**config.mk**
```make
export PLATFORM = sky130hd
export DESIGN_NAME = regacc_spi_master
export DESIGN_NICKNAME = d
export VERILOG_FILES = /design/src/rtl/regacc_pkg.sv /design/src/rtl/regacc_addr_filter.sv /design/src/rtl/regacc_shift_engine.sv /design/src/rtl/regacc_lock_timer.sv /design/src/rtl/regacc_spi_master.sv
export SDC_FILE = /design/constraint.sdc
export NUM_CORES = 1
export LEC_CHECK = 0
export BUFFER_PORTS_ARGS = -buffer_cell sky130_fd_sc_hd__buf_2
export CAP_MARGIN = 20
export CORE_UTILIZATION = 50
export CTS_CLUSTER_DIAMETER = 80
export CTS_CLUSTER_SIZE = 20
export DETAILED_ROUTE_END_ITERATION = 12
export GPL_ROUTABILITY_DRIVEN = 0
export GPL_TIMING_DRIVEN = 0
export PLACE_DENSITY = 0.69
export SYNTH_ARGS = -nofsm -noshare
export SYNTH_HDL_FRONTEND = slang
export SYNTH_SLANG_ARGS = --single-unit
```
**constraint.sdc**
```tcl
create_clock -name clk -period 4.2 [get_ports clk]
set_input_delay 0.21 -clock clk [delete_from_list [all_inputs] [get_ports clk]]
set_output_delay 0.21 -clock clk [all_outputs]
set_load 0.05 [all_outputs]
```
**src/rtl/regacc_pkg.sv**
```systemverilog
package regacc_pkg;

    typedef enum logic [2:0] {
        ST_IDLE,
        ST_ENTER,
        ST_ACCESS,
        ST_LEAVE,
        ST_LOCKOUT,
        ST_FINISH
    } acc_state_t;

    typedef enum logic [1:0] {
        EN_IDLE,
        EN_LOW,
        EN_HIGH,
        EN_GAP
    } eng_state_t;

    localparam logic [7:0]  ENTRY_CMD  = 8'hA0;
    localparam logic [15:0] EXIT_ADDR  = 16'h0014;
    localparam logic [7:0]  EXIT_VAL   = 8'h01;
    localparam logic [15:0] RESET_ADDR = 16'h0000;
    localparam logic [7:0]  RESET_VAL  = 8'h81;
    localparam logic [7:0]  READ_FLAG  = 8'h80;
    localparam logic [15:0] TOP_REG    = 16'h0035;

endpackage

```
**src/rtl/regacc_addr_filter.sv**
```systemverilog
module regacc_addr_filter
    import regacc_pkg::*;
(
    input  logic [15:0] addr,
    input  logic        is_write,
    output logic        permitted
);

    logic in_map;
    logic wr_locked;
    logic rd_open;

    always_comb begin
        in_map    = (addr <= TOP_REG);
        wr_locked = ((addr >= 16'h0003) && (addr <= 16'h0006)) ||
                    ((addr >= 16'h000B) && (addr <= 16'h000D));
        rd_open   = (addr <= 16'h0006) ||
                    ((addr >= 16'h000A) && (addr <= 16'h000E)) ||
                    ((addr >= 16'h0010) && (addr <= 16'h0011)) ||
                    ((addr >= 16'h0014) && (addr <= 16'h0026)) ||
                    ((addr >= 16'h0034) && (addr <= 16'h0035));
        if (is_write) begin
            permitted = in_map && !wr_locked;
        end else begin
            permitted = rd_open;
        end
    end

endmodule

```
**src/rtl/regacc_shift_engine.sv**
```systemverilog
module regacc_shift_engine
    import regacc_pkg::*;
#(
    parameter int DIV_HALF   = 4,
    parameter int FRAME_BITS = 24
) (
    input  logic                  clk,
    input  logic                  rst_n,
    input  logic                  go,
    input  logic                  long_frame,
    input  logic [FRAME_BITS-1:0] frame_in,
    input  logic                  miso,
    output logic                  sclk,
    output logic                  cs_n,
    output logic                  mosi,
    output logic [7:0]            rx_byte,
    output logic                  frame_done
);

    localparam int GAP_CYC = 2 * DIV_HALF;
    localparam int CNT_W   = $clog2(GAP_CYC + 1);
    localparam int BIT_W   = $clog2(FRAME_BITS + 1);

    eng_state_t            st;
    logic [CNT_W-1:0]      half_cnt;
    logic [BIT_W-1:0]      bits_left;
    logic [FRAME_BITS-1:0] sreg;
    logic [7:0]            rx_q;
    logic                  sclk_q;
    logic                  cs_q;
    logic                  done_q;
    logic                  half_term;
    logic                  gap_term;

    assign half_term = (half_cnt == CNT_W'(DIV_HALF - 1));
    assign gap_term  = (half_cnt == CNT_W'(GAP_CYC - 1));

    always_ff @(posedge clk or negedge rst_n) begin
        if (!rst_n) begin
            st        <= EN_IDLE;
            half_cnt  <= '0;
            bits_left <= '0;
            sreg      <= '0;
            rx_q      <= '0;
            sclk_q    <= 1'b0;
            cs_q      <= 1'b1;
            done_q    <= 1'b0;
        end else begin
            done_q <= 1'b0;
            unique case (st)
                EN_IDLE: begin
                    if (go) begin
                        st        <= EN_LOW;
                        cs_q      <= 1'b0;
                        sreg      <= frame_in;
                        bits_left <= long_frame ? BIT_W'(FRAME_BITS) : BIT_W'(8);
                        half_cnt  <= '0;
                    end
                end
                EN_LOW: begin
                    if (half_term) begin
                        half_cnt <= '0;
                        sclk_q   <= 1'b1;
                        rx_q     <= {rx_q[6:0], miso};
                        st       <= EN_HIGH;
                    end else begin
                        half_cnt <= half_cnt + 1'b1;
                    end
                end
                EN_HIGH: begin
                    if (half_term) begin
                        half_cnt <= '0;
                        sclk_q   <= 1'b0;
                        if (bits_left == BIT_W'(1)) begin
                            cs_q <= 1'b1;
                            st   <= EN_GAP;
                        end else begin
                            bits_left <= bits_left - 1'b1;
                            sreg      <= {sreg[FRAME_BITS-2:0], 1'b0};
                            st        <= EN_LOW;
                        end
                    end else begin
                        half_cnt <= half_cnt + 1'b1;
                    end
                end
                EN_GAP: begin
                    if (gap_term) begin
                        half_cnt <= '0;
                        done_q   <= 1'b1;
                        st       <= EN_IDLE;
                    end else begin
                        half_cnt <= half_cnt + 1'b1;
                    end
                end
                default: st <= EN_IDLE;
            endcase
        end
    end

    assign sclk       = sclk_q;
    assign cs_n       = cs_q;
    assign mosi       = sreg[FRAME_BITS-1];
    assign rx_byte    = rx_q;
    assign frame_done = done_q;

endmodule

```
**src/rtl/regacc_lock_timer.sv**
```systemverilog
module regacc_lock_timer #(
    parameter int LOCK_CYCLES = 75000
) (
    input  logic clk,
    input  logic rst_n,
    input  logic arm,
    output logic expired
);

    localparam int CNT_W = $clog2(LOCK_CYCLES + 1);

    logic [CNT_W-1:0] cnt;
    logic             running;

    always_ff @(posedge clk or negedge rst_n) begin
        if (!rst_n) begin
            cnt     <= '0;
            running <= 1'b0;
        end else if (arm) begin
            cnt     <= CNT_W'(LOCK_CYCLES - 1);
            running <= 1'b1;
        end else if (running) begin
            if (cnt == '0) begin
                running <= 1'b0;
            end else begin
                cnt <= cnt - 1'b1;
            end
        end
    end

    assign expired = running && (cnt == '0);

endmodule

```
**src/rtl/regacc_spi_master.sv**
```systemverilog
module regacc_spi_master
    import regacc_pkg::*;
#(
    parameter int DIV_HALF    = 4,
    parameter int LOCK_CYCLES = 75000
) (
    input  logic        clk,
    input  logic        rst_n,
    input  logic        req_start,
    input  logic        req_write,
    input  logic [15:0] req_addr,
    input  logic [7:0]  req_wdata,
    output logic        busy,
    output logic        done,
    output logic        err,
    output logic [7:0]  rdata,
    output logic        sclk,
    output logic        cs_n,
    output logic        mosi,
    input  logic        miso
);

    localparam int FRAME_BITS = 24;

    acc_state_t            state;
    acc_state_t            state_nx;
    logic [15:0]           addr_q;
    logic [7:0]            wdata_q;
    logic                  write_q;
    logic                  reset_q;
    logic                  err_q;
    logic [7:0]            rdata_q;
    logic                  permitted;
    logic                  eng_go;
    logic                  eng_long;
    logic [FRAME_BITS-1:0] eng_frame;
    logic                  eng_done;
    logic [7:0]            eng_rx;
    logic                  timer_arm;
    logic                  timer_expired;
    logic                  is_reset_req;

    regacc_addr_filter u_filter (
        .addr      (req_addr),
        .is_write  (req_write),
        .permitted (permitted)
    );

    regacc_shift_engine #(
        .DIV_HALF   (DIV_HALF),
        .FRAME_BITS (FRAME_BITS)
    ) u_engine (
        .clk        (clk),
        .rst_n      (rst_n),
        .go         (eng_go),
        .long_frame (eng_long),
        .frame_in   (eng_frame),
        .miso       (miso),
        .sclk       (sclk),
        .cs_n       (cs_n),
        .mosi       (mosi),
        .rx_byte    (eng_rx),
        .frame_done (eng_done)
    );

    regacc_lock_timer #(
        .LOCK_CYCLES (LOCK_CYCLES)
    ) u_lock (
        .clk     (clk),
        .rst_n   (rst_n),
        .arm     (timer_arm),
        .expired (timer_expired)
    );

    assign is_reset_req = req_write && (req_addr == RESET_ADDR) &&
                          (req_wdata == RESET_VAL);

    // state register and request capture
    always_ff @(posedge clk or negedge rst_n) begin
        if (!rst_n) begin
            state   <= ST_IDLE;
            addr_q  <= '0;
            wdata_q <= '0;
            write_q <= 1'b0;
            reset_q <= 1'b0;
            err_q   <= 1'b0;
            rdata_q <= '0;
        end else begin
            state <= state_nx;
            if ((state == ST_IDLE) && req_start) begin
                addr_q  <= req_addr;
                wdata_q <= req_wdata;
                write_q <= req_write;
                reset_q <= is_reset_req;
                err_q   <= !permitted;
            end
            if ((state == ST_ACCESS) && eng_done && !write_q) begin
                rdata_q <= eng_rx;
            end
        end
    end

    // next state and frame launch
    always_comb begin
        state_nx  = state;
        eng_go    = 1'b0;
        eng_long  = 1'b0;
        eng_frame = '0;
        timer_arm = 1'b0;
        unique case (state)
            ST_IDLE: begin
                if (req_start) begin
                    if (permitted) begin
                        eng_go    = 1'b1;
                        eng_frame = {ENTRY_CMD, 16'h0000};
                        state_nx  = ST_ENTER;
                    end else begin
                        state_nx = ST_FINISH;
                    end
                end
            end
            ST_ENTER: begin
                if (eng_done) begin
                    eng_go    = 1'b1;
                    eng_long  = 1'b1;
                    eng_frame = {addr_q[15:8] | (write_q ? 8'h00 : READ_FLAG),
                                 addr_q[7:0],
                                 write_q ? wdata_q : 8'h00};
                    state_nx  = ST_ACCESS;
                end
            end
            ST_ACCESS: begin
                if (eng_done) begin
                    if (reset_q) begin
                        timer_arm = 1'b1;
                        state_nx  = ST_LOCKOUT;
                    end else begin
                        eng_go    = 1'b1;
                        eng_long  = 1'b1;
                        eng_frame = {EXIT_ADDR, EXIT_VAL};
                        state_nx  = ST_LEAVE;
                    end
                end
            end
            ST_LEAVE: begin
                if (eng_done) begin
                    state_nx = ST_FINISH;
                end
            end
            ST_LOCKOUT: begin
                if (timer_expired) begin
                    state_nx = ST_FINISH;
                end
            end
            ST_FINISH: begin
                state_nx = ST_IDLE;
            end
            default: state_nx = ST_IDLE;
        endcase
    end

    // host-side outputs
    always_comb begin
        busy  = (state != ST_IDLE);
        done  = (state == ST_FINISH);
        err   = err_q;
        rdata = rdata_q;
    end

endmodule

```
# Word-level counts from Yosys, hierarchy flattened
# Cells that the tools add are included.
dict set report word_totals {
  reg_bits 102
  input_bits 29
  output_inout_bits 14
}
dict set report op_classes {
  mux 61
  n_eq_ne 24
  n_reduce_logical 37
  n_addsub 3
  n_bitwise 1
  n_lt_le_gt_ge 12
}
# operator n
set op_table {}
lappend op_table {{$mux W24} 6}
lappend op_table {{$pmux W24 S3} 1}
lappend op_table {{$mux W17} 3}
lappend op_table {{$pmux W24 S2} 1}
lappend op_table {{$ge A16 B4 Y1 const B} 2}
lappend op_table {{$ge A16 B5 Y1 const B} 2}
lappend op_table {{$le A16 B4 Y1 const B} 2}
lappend op_table {{$le A16 B6 Y1 const B} 2}
lappend op_table {{$mux W13} 2}
lappend op_table {{$mux W3} 7}
lappend op_table {{$mux W5} 4}
lappend op_table {{$mux W1} 19}
lappend op_table {{$logic_not A17 Y1} 1}
lappend op_table {{$sub A17 B1 Y17 const B} 1}
lappend op_table {{$ge A16 B2 Y1 const B} 1}
lappend op_table {{$ge A16 B6 Y1 const B} 1}
lappend op_table {{$le A16 B3 Y1 const B} 1}
lappend op_table {{$le A16 B5 Y1 const B} 1}
lappend op_table {{$logic_not A16 Y1} 1}
lappend op_table {{$mux W8} 2}
lappend op_table {{$pmux W3 S5} 1}
lappend op_table {{$ne A2 B1 Y1 const B} 7}
lappend op_table {{$logic_and A1 B1 Y1} 13}
lappend op_table {{$mux W4} 3}
lappend op_table {{other kinds (30)} 54}

# Longest topological paths before layout
# Gate-level depths: netlist (run 1).
dict set report logic_depth {
  depth_word 12
  depth_mapped 9
}

# Hierarchy
# A second synthesis (run 1) with hierarchy kept.
dict set report hier_totals {
  cells_unflattened 512
  area_unflattened_um2 5366.4
}
# mod cells_per_inst seq_area_each_um2 area_per_inst_um2 n_inst
set modules_own_cells {}
lappend modules_own_cells {regacc_shift_engine 237 1152.4 2399.8 1}
lappend modules_own_cells {regacc_spi_master 152 950.9 1823.0 1}
lappend modules_own_cells {regacc_lock_timer 103 450.4 1022.2 1}
lappend modules_own_cells {regacc_addr_filter 20 0.0 121.4 1}

# Worst setup path before layout (run 1)
# No wires, ideal clock.
dict set report synth_path {
  path_kind {flip-flop to flip-flop}
  startpoint {reg u_lock.cnt[0]}
  endpoint {reg u_lock.cnt[5]}
  slack_ps 1852
  setup_ps 134
  stages_incl_launch_ff 9
  required_time_ps 4066
  period_less_slack_ps 2348
  t_arrival_ps 2214
  cell_sequence {dfrtp_1 > inv_1 > ha_1 > or3b_2 > or4_4 > o31ai_4 > nor3_1 > xnor2_1 > nand2_1}
}
dict set report synth_via {
  elab_chain_cells 4
}
# element line_no
set synth_rtl {}
lappend synth_rtl {{start: declaration} regacc_lock_timer.sv:12} ;# logic [CNT_W-1:0] cnt;
lappend synth_rtl {{start signal: assignment} regacc_lock_timer.sv:20} ;# cnt <= CNT_W'(LOCK_CYCLES - 1);
lappend synth_rtl {{start signal: assignment} regacc_lock_timer.sv:26} ;# cnt <= cnt - 1'b1;
lappend synth_rtl {{$sub A17 B1 Y17} regacc_lock_timer.sv:26}
lappend synth_rtl {{$mux W17} regacc_lock_timer.sv:23} ;# if (cnt == '0) begin
lappend synth_rtl {{$mux W17} regacc_lock_timer.sv:22} ;# end else if (running) begin
lappend synth_rtl {{$mux W17} regacc_lock_timer.sv:19} ;# end else if (arm) begin
# Several ways; a longest one is shown, not always the timed one. The select of a mux whose other input is x is not followed.
# A chain may end at the register's enable or synchronous reset.

# Worst setup path after layout (run 1)
# Same ends and word-level chain as after synthesis.

==> flow_summary_export.csv, run 1 <==
group,metric,value,unit
sta,min_period,2.59,ns
critical_path,critPathMaxStageDelay,0.51,ns
critical_path,crit-reg2reg-launch,"u_lock.cnt[0]",
sta,finClkSkew,0.00974,ns
routing,via_per_inst,5.49,
placed_design,io_buffers,38,
placed_design,place_area,5470,um2
sta,hold_viol_final,0,
global_route,grt_use_total,20.8,%
sta,setup_tns,0,ns
logic_synthesis,synthSimpleGateAreaFrac,19.2,%
global_route,grt_pass1_wl,17000,um
cts,clk-insertion-delay-late,0.37,ns
critical_path,crit_chain,"inv_1 > ha_1 > or3b_2 > or4_4 > o31ai_4 > nor3_1 > xnor2_1 > nand2_1",
outcome,status,"complete, no violations",
logic_synthesis,synthMuxAreaShare,11.0,%
critical_path,cp_slowest_cell,"or4_4",
sta,setup_viol,0,
layout,nets,571,
logic_synthesis,synth_top_cell_by_area,"dfrtp_1",
layout,finalNonFillerCells,671,
sta,drv_slew,0,
logic_synthesis,ys_seq_area_share,50.3,%
hold_path,min_path_type,"input pin to flip-flop",
cts,cts.sinks,102,
routing,ant_nets,0,
floorplan,dieArea,10600,um2
sta,rsz0062_at_grt,"no",
sta,max-slew-margin-rel,48.2,%
routing,firstDrtPassIters,5,
placed_design,dp_cells,654,
layout,fillers,867,
critical_path,crit_type,"flip-flop to flip-flop",
routing,wl_per_cell,15.0,um
critical_path,arrival,2.83,ns
placed_design,hpwlAfterDp,7060,um
floorplan,rows,36,
logic_synthesis,synth-seq-cells,102,
cts,cts_buffer_depth,2,
logic_synthesis,syn_area_per_cell,10.5,um2
power,peakVddDrop,0.217,mV
global_route,antenna_found_initial,0,
floorplan,core_area,9820,um2
logic_synthesis,synthArstFlopShare,100,%
logic_synthesis,synth_top_family_by_area,"simple AND/OR/NAND/NOR gates",
global_route,grt_pass1_vias,3497,
logic_synthesis,synth-adder-area-share,2.22,%
floorplan,die_x,103,um
sta,setup_ws,1.61,ns
layout,drive_gt1_share,20.6,%
logic_synthesis,synth_area_leaders,"dfrtp_1 50%, nand2_1 7.7%, mux2_2 4.9%, mux2_4 4.7%, a22o_1 3.3%",
sta,tightest_slew,0.772,ns
hold_path,hold-path-endpoint,"wdata_q[7]",
critical_path,startpoint_type,"flip-flop",
logic_synthesis,yosysTopAreaCellShare,49.7,%
run,cap_violations,0,
critical_path,crit_path_max_fanout,10,
cts,numCtsBuffers,9,
routing,dr.first_iter.drc_count,169,
hold_path,hold-path-cell-count,3,
logic_synthesis,synth_ff_type,"dfrtp_1",
layout,stdcell_area,5690,um2
global_route,grt_max_degree,73,
logic_synthesis,synth_edf_count,0,
power,p_leak,2.83,nW
routing,vias,3685,
power,power.total,2.76,mW
logic_synthesis,yosysUniqueCellTypes,61,
logic_synthesis,postSynthCellCount,482,
cts,tritoncts,"built",
routing,drc,0,
cts,path_clk_slew,0.09,ns
layout,post-route-util,57.9,%
critical_path,r2r_cells,8,
cts,htreeDepth,3,
logic_synthesis,synth_compound_area_share,11.1,%
logic_synthesis,synthTopCellsByCount,"104 x nand2_1, 101 x dfrtp_1, 25 x nor2_1",
global_route,grt_remaining_overflow,0,
placed_design,dp_slack,1.61,ns
logic_synthesis,syn_area,5080,um2
floorplan,io_pins,43,
critical_path,rr_endpoint,"u_lock.cnt[5]",
sta,fin_crit_sh,61.6,%
hold_path,holdCritStartpoint,"req_wdata[7]",
logic_synthesis,synth_nets,520,
logic_synthesis,yosys.area_share.xor_xnor,2.41,%
critical_path,worstPathRequired,4.44,ns
power,power_per_cell_area,485,nW/um2
logic_synthesis,yosysMostFrequentCell,"nand2_1",
floorplan,start_util,51.7,%
layout,antenna_cells,0,
routing,routed_wl,10000,um
floorplan,die_h,103,um
sta,max_clock_freq,386,MHz
cts,root_buffer,"clkbuf_8",
critical_path,crit_path_end_kind,"flip-flop",
logic_synthesis,yosysWarnings,0,
critical_path,reg2reg_slack,1.61,ns
layout,area_growth,11.9,%
sta,hold_slack,0.0397,ns
==> flip-flops by register name (all words and copies together) (netlist names), 2 cells and up <==
signal and cells:
wdata_q 8, u_engine.sreg 24, u_lock.cnt 17, rdata 8, u_engine.rx_byte 8, addr_q 16, u_engine.st 2, u_engine.half_cnt 4
u_engine.bits_left 5, state 3
==> worst max path at each step <==
stage	startpoint	endpoint	slack, ns
after floorplan	u_lock.cnt[0]	u_lock.cnt[5]	1.85
after global placement	u_lock.cnt[0]	u_lock.cnt[5]	1.64
after detailed placement	u_lock.cnt[0]	u_lock.cnt[5]	1.61
after CTS	u_lock.cnt[0]	u_lock.cnt[5]	1.59
after global routing	u_lock.cnt[0]	u_lock.cnt[5]	1.44
final	u_lock.cnt[0]	u_lock.cnt[5]	1.61
==> kinds of logic (layout without fill, tap and decap cells) <==
| group | count (synthesis) | after routing |
|---|---|---|
| AOI/OAI and AO/OA | 72 | 72 |
| xor gates and xnor gates | 14 | 14 |
| adders and majority gates | 9 | 9 |
| buffers and inverters | 36 | 92 |
| DFF | 102 | 102 |
| muxes | 45 | 45 |
| and+or+nand+nor | 204 | 204 |
==> what timing repair did <==
action,CTS,global route
resized for setup,0,0
setup buffers,0,0
endpoints found under the hold margin,30,0
setup endpoints to repair,0,0
hold buffers,1,0
==> worst max-delay path, delay by kind of cell (launching register included) <==
kind | cells | cell delay (ns)
and+or+nand+nor | 4 | 1.16
AOI/OAI and AO/OA | 1 | 0.43
DFF | 1 | 0.39
adders and majority gates | 1 | 0.21
xor gates and xnor gates | 1 | 0.16
buffers and inverters | 1 | 0.11
==> power by group <==
part	internal, mW	switching (mW)
registers	1.15	0.123
clock network	0.336	0.327
logic	0.331	0.488
total	1.82	0.938
==> cells in the final DEF, fill, tap and decap left out, drive strengths merged, types with 12 or more instances in the layout <==
| cell type | Yosys | layout |
|---|---|---|
| nor4 | 12 | 12 |
| nand2 | 105 | 105 |
| a22o | 19 | 19 |
| mux2 | 38 | 38 |
| nor2 | 25 | 25 |
| dfrtp | 101 | 101 |
| clkbuf | 14 | 26 |
| buf | 11 | 50 |
==> layout make-up <==
class	count	area (um2)	area share (%)
clock inverter	4	72.6	1.28
multi-input combinational	344	2330	41.0
clock buffer	12	135	2.38
tap	133	166	2.93
sequential	102	2550	44.9
inverter	11	41.3	0.726
buffer	25	154	2.71
timing repair buffer	40	230	4.05
==> per-layer routing <==
metal / wire, um / part of all wire [%] / track usage (%) / up-vias
li1: - / - / - / 1794
met1: 4890 / 49 / 30.3 / 1791
met2: 4570 / 45 / 31.2 / 85
met3: 407 / 4.1 / 3.66 / 15
met4: 184 / 1.8 / 7.80 / 0
met5: 0 / 0 / 0 / -
Power figures use the tool's default switching activity.
==> inputs of run 2 (changes only) <==
Settings changed: PLACE_DENSITY 0.69 to 0.71.
Clock period 4.2 ns to 2.2 ns, I/O delays scaled along.
==> run 2 against run 1 <==
Effect of this change: the flow now finishes with violations (setup timing); worst hold slack got worse by 0.025 ns; critical path depth decreased by 1; wire length increased by 6.9%.
==> flow_summary_export.csv, run 2 (synthesis gave the netlist of run 1 again) <==
group,metric,value,unit
layout,largest_register_ffs,24,
run,cap_violations,0,
routing,ant_nets,0,
routing,via_per_inst,5.43,
cts,cts_buffer_depth,2,
sta,min_period,2.26,ns
floorplan,start_util,51.7,%
critical_path,path_buf_inv,1,
layout,drive_gt1_share,27.3,%
global_route,grt_pass1_wl,17600,um
critical_path,arrival,2.50,ns
critical_path,cp_slowest_cell,"or4_4",
routing,routed_wl,10700,um
placed_design,io_buffers,38,
floorplan,io_pins,43,
power,p_leak,3.03,nW
critical_path,critPathTopFamily,"simple AND/OR/NAND/NOR gates",
power,peakVddDrop,0.490,mV
hold_path,min_path_type,"input pin to flip-flop",
global_route,grt_use_total,21.7,%
layout,fillers,807,
cts,path_clk_slew,0.11,ns
routing,vias,3822,
global_route,grt_pass1_vias,3602,
sta,finClkSkew,0.0130,ns
sta,tightest_slew,0.732,ns
sta,hold_viol_final,0,
sta,drv_slew,0,
layout,stdcell_area,6180,um2
critical_path,worstPathRequired,2.43,ns
critical_path,crit_chain,"or4_4 > or4_4 > o31ai_4 > buf_6 > nor3_2 > xnor2_1 > nand2_1",
critical_path,crit_top_cell,"or4_4",
routing,dr.first_iter.drc_count,128,
critical_path,crit_path_max_fanout,7,
sta,setup_ws,-0.0640,ns
placed_design,hpwlAfterDp,7260,um
floorplan,rows,36,
sta,max_clock_freq,442,MHz
layout,nets,604,
layout,area_growth,21.7,%
routing,wl_per_cell,15.3,um
floorplan,die_x,103,um
critical_path,critPathMaxStageDelay,0.56,ns
cts,clk-insertion-delay-late,0.37,ns
cts,root_buffer,"clkbuf_8",
sta,setup_viol,6,
cts,htreeDepth,3,
routing,drc,0,
layout,layout_commonest_cell,"nand2_1",
cts,cts.sinks,102,
critical_path,crit_path_end_kind,"flip-flop",
global_route,grt_max_degree,74,
sta,setup_tns,-0.246,ns
critical_path,crit_type,"flip-flop to flip-flop",
global_route,antenna_found_initial,0,
layout,post-route-util,63.0,%
placed_design,dp_cells,654,
floorplan,dieArea,10600,um2
routing,firstDrtPassIters,5,
sta,max-slew-margin-rel,50.9,%
layout,top_register,"u_engine.sreg",
floorplan,die_h,103,um
placed_design,place_area,5510,um2
global_route,grt_remaining_overflow,0,
outcome,violations,"setup timing",
floorplan,core_area,9820,um2
layout,largestRegisters,"u_engine.sreg: 24 flops, u_lock.cnt: 17 flops, addr_q: 16 flops",
power,power_per_cell_area,872,nW/um2
sta,fin_crit_sh,103,%
sta,rsz0062_at_grt,"yes",
layout,antenna_cells,0,
cts,tritoncts,"built",
outcome,status,"complete, but fails checks",
layout,mostFrequentLayoutCells,"103 x nand2_1, 101 x dfrtp_1, 39 x buf_2",
critical_path,startpoint_type,"flip-flop",
layout,finalNonFillerCells,704,
cts,numCtsBuffers,9,
-- run 2: worst paths after layout --
| kind | startpoint | endpoint | slack, ns | cells past startpoint |
|---|---|---|---|---|
| max | u_lock.cnt[13] | u_lock.cnt[5] | -0.06 | 7 |
| min | req_addr[3] | addr_q[3] | 0.01 | 3 |
| max reg2reg | u_lock.cnt[13] | u_lock.cnt[5] | -0.06 | 7 |
| min reg2reg | addr_q[7] | addr_q[7] | 0.49 | 2 |
| max in group asynchronous | rst_n | state[2] | 1.29 | 3 |
| min in group asynchronous | rst_n | u_lock.cnt[3] | 0.20 | 2 |
-- run 2: final cells by class --
type | instances | area, um2 | share of cell area [%]
clock buffer | 10 | 138 | 2.23
tap | 133 | 166 | 2.69
sequential | 102 | 2550 | 41.3
buffer | 24 | 161 | 2.61
inverter | 11 | 41.3 | 0.668
timing repair buffer | 74 | 546 | 8.82
clock inverter | 6 | 77.6 | 1.25
multi-input combinational | 344 | 2500 | 40.4
-- run 2: timing repair --
item / 4_1_cts / 5_1_grt
hold buffers: 22 / 0
hold endpoints to repair: 50 / 0
buffers inserted: 7 / 6
endpoints found under the setup margin: 49 / 45
pin swaps: 4 / 4
resized for setup: 16 / 21
-- run 2: per-layer routing --
layer | routed length, um | track usage (%) | up-vias | share of wire [%]
li1 | - | - | 1873 | -
met1 | 5090 | 30.0 | 1853 | 47
met2 | 5180 | 35.0 | 87 | 48
met3 | 352 | 3.93 | 9 | 3.3
met4 | 120 | 6.50 | 0 | 1.1
met5 | 0 | 0 | - | 0
-- run 2: metrics by stage --
| stage | power (mW) | worst slack [ns] | hold WS [ns] |
|---|---|---|---|
| floorplan | 3.60 | -0.106 | -0.186 |
| global placement | 3.96 | -0.281 | 0.312 |
| detailed placement | 4.03 | -0.315 | 0.0704 |
| CTS | 5.36 | -0.0729 | 0.000442 |
| global route | 5.71 | -0.163 | 0.0215 |
| finish | 5.40 | -0.0640 | 0.0145 |
-- run 2: power by group --
part	total (mW)	switching [mW]	internal, mW	leakage (nW)
clock	1.28	0.701	0.578	0.107
sequential	2.44	0.240	2.19	1.35
combinational	1.68	0.972	0.710	1.58
-- run 2: tightest hold or removal path, delay by kind of cell --
family / cells / cell delay (ns)
buffers and inverters: 1 / 0.14
AND/OR/NAND/NOR: 2 / 0.11
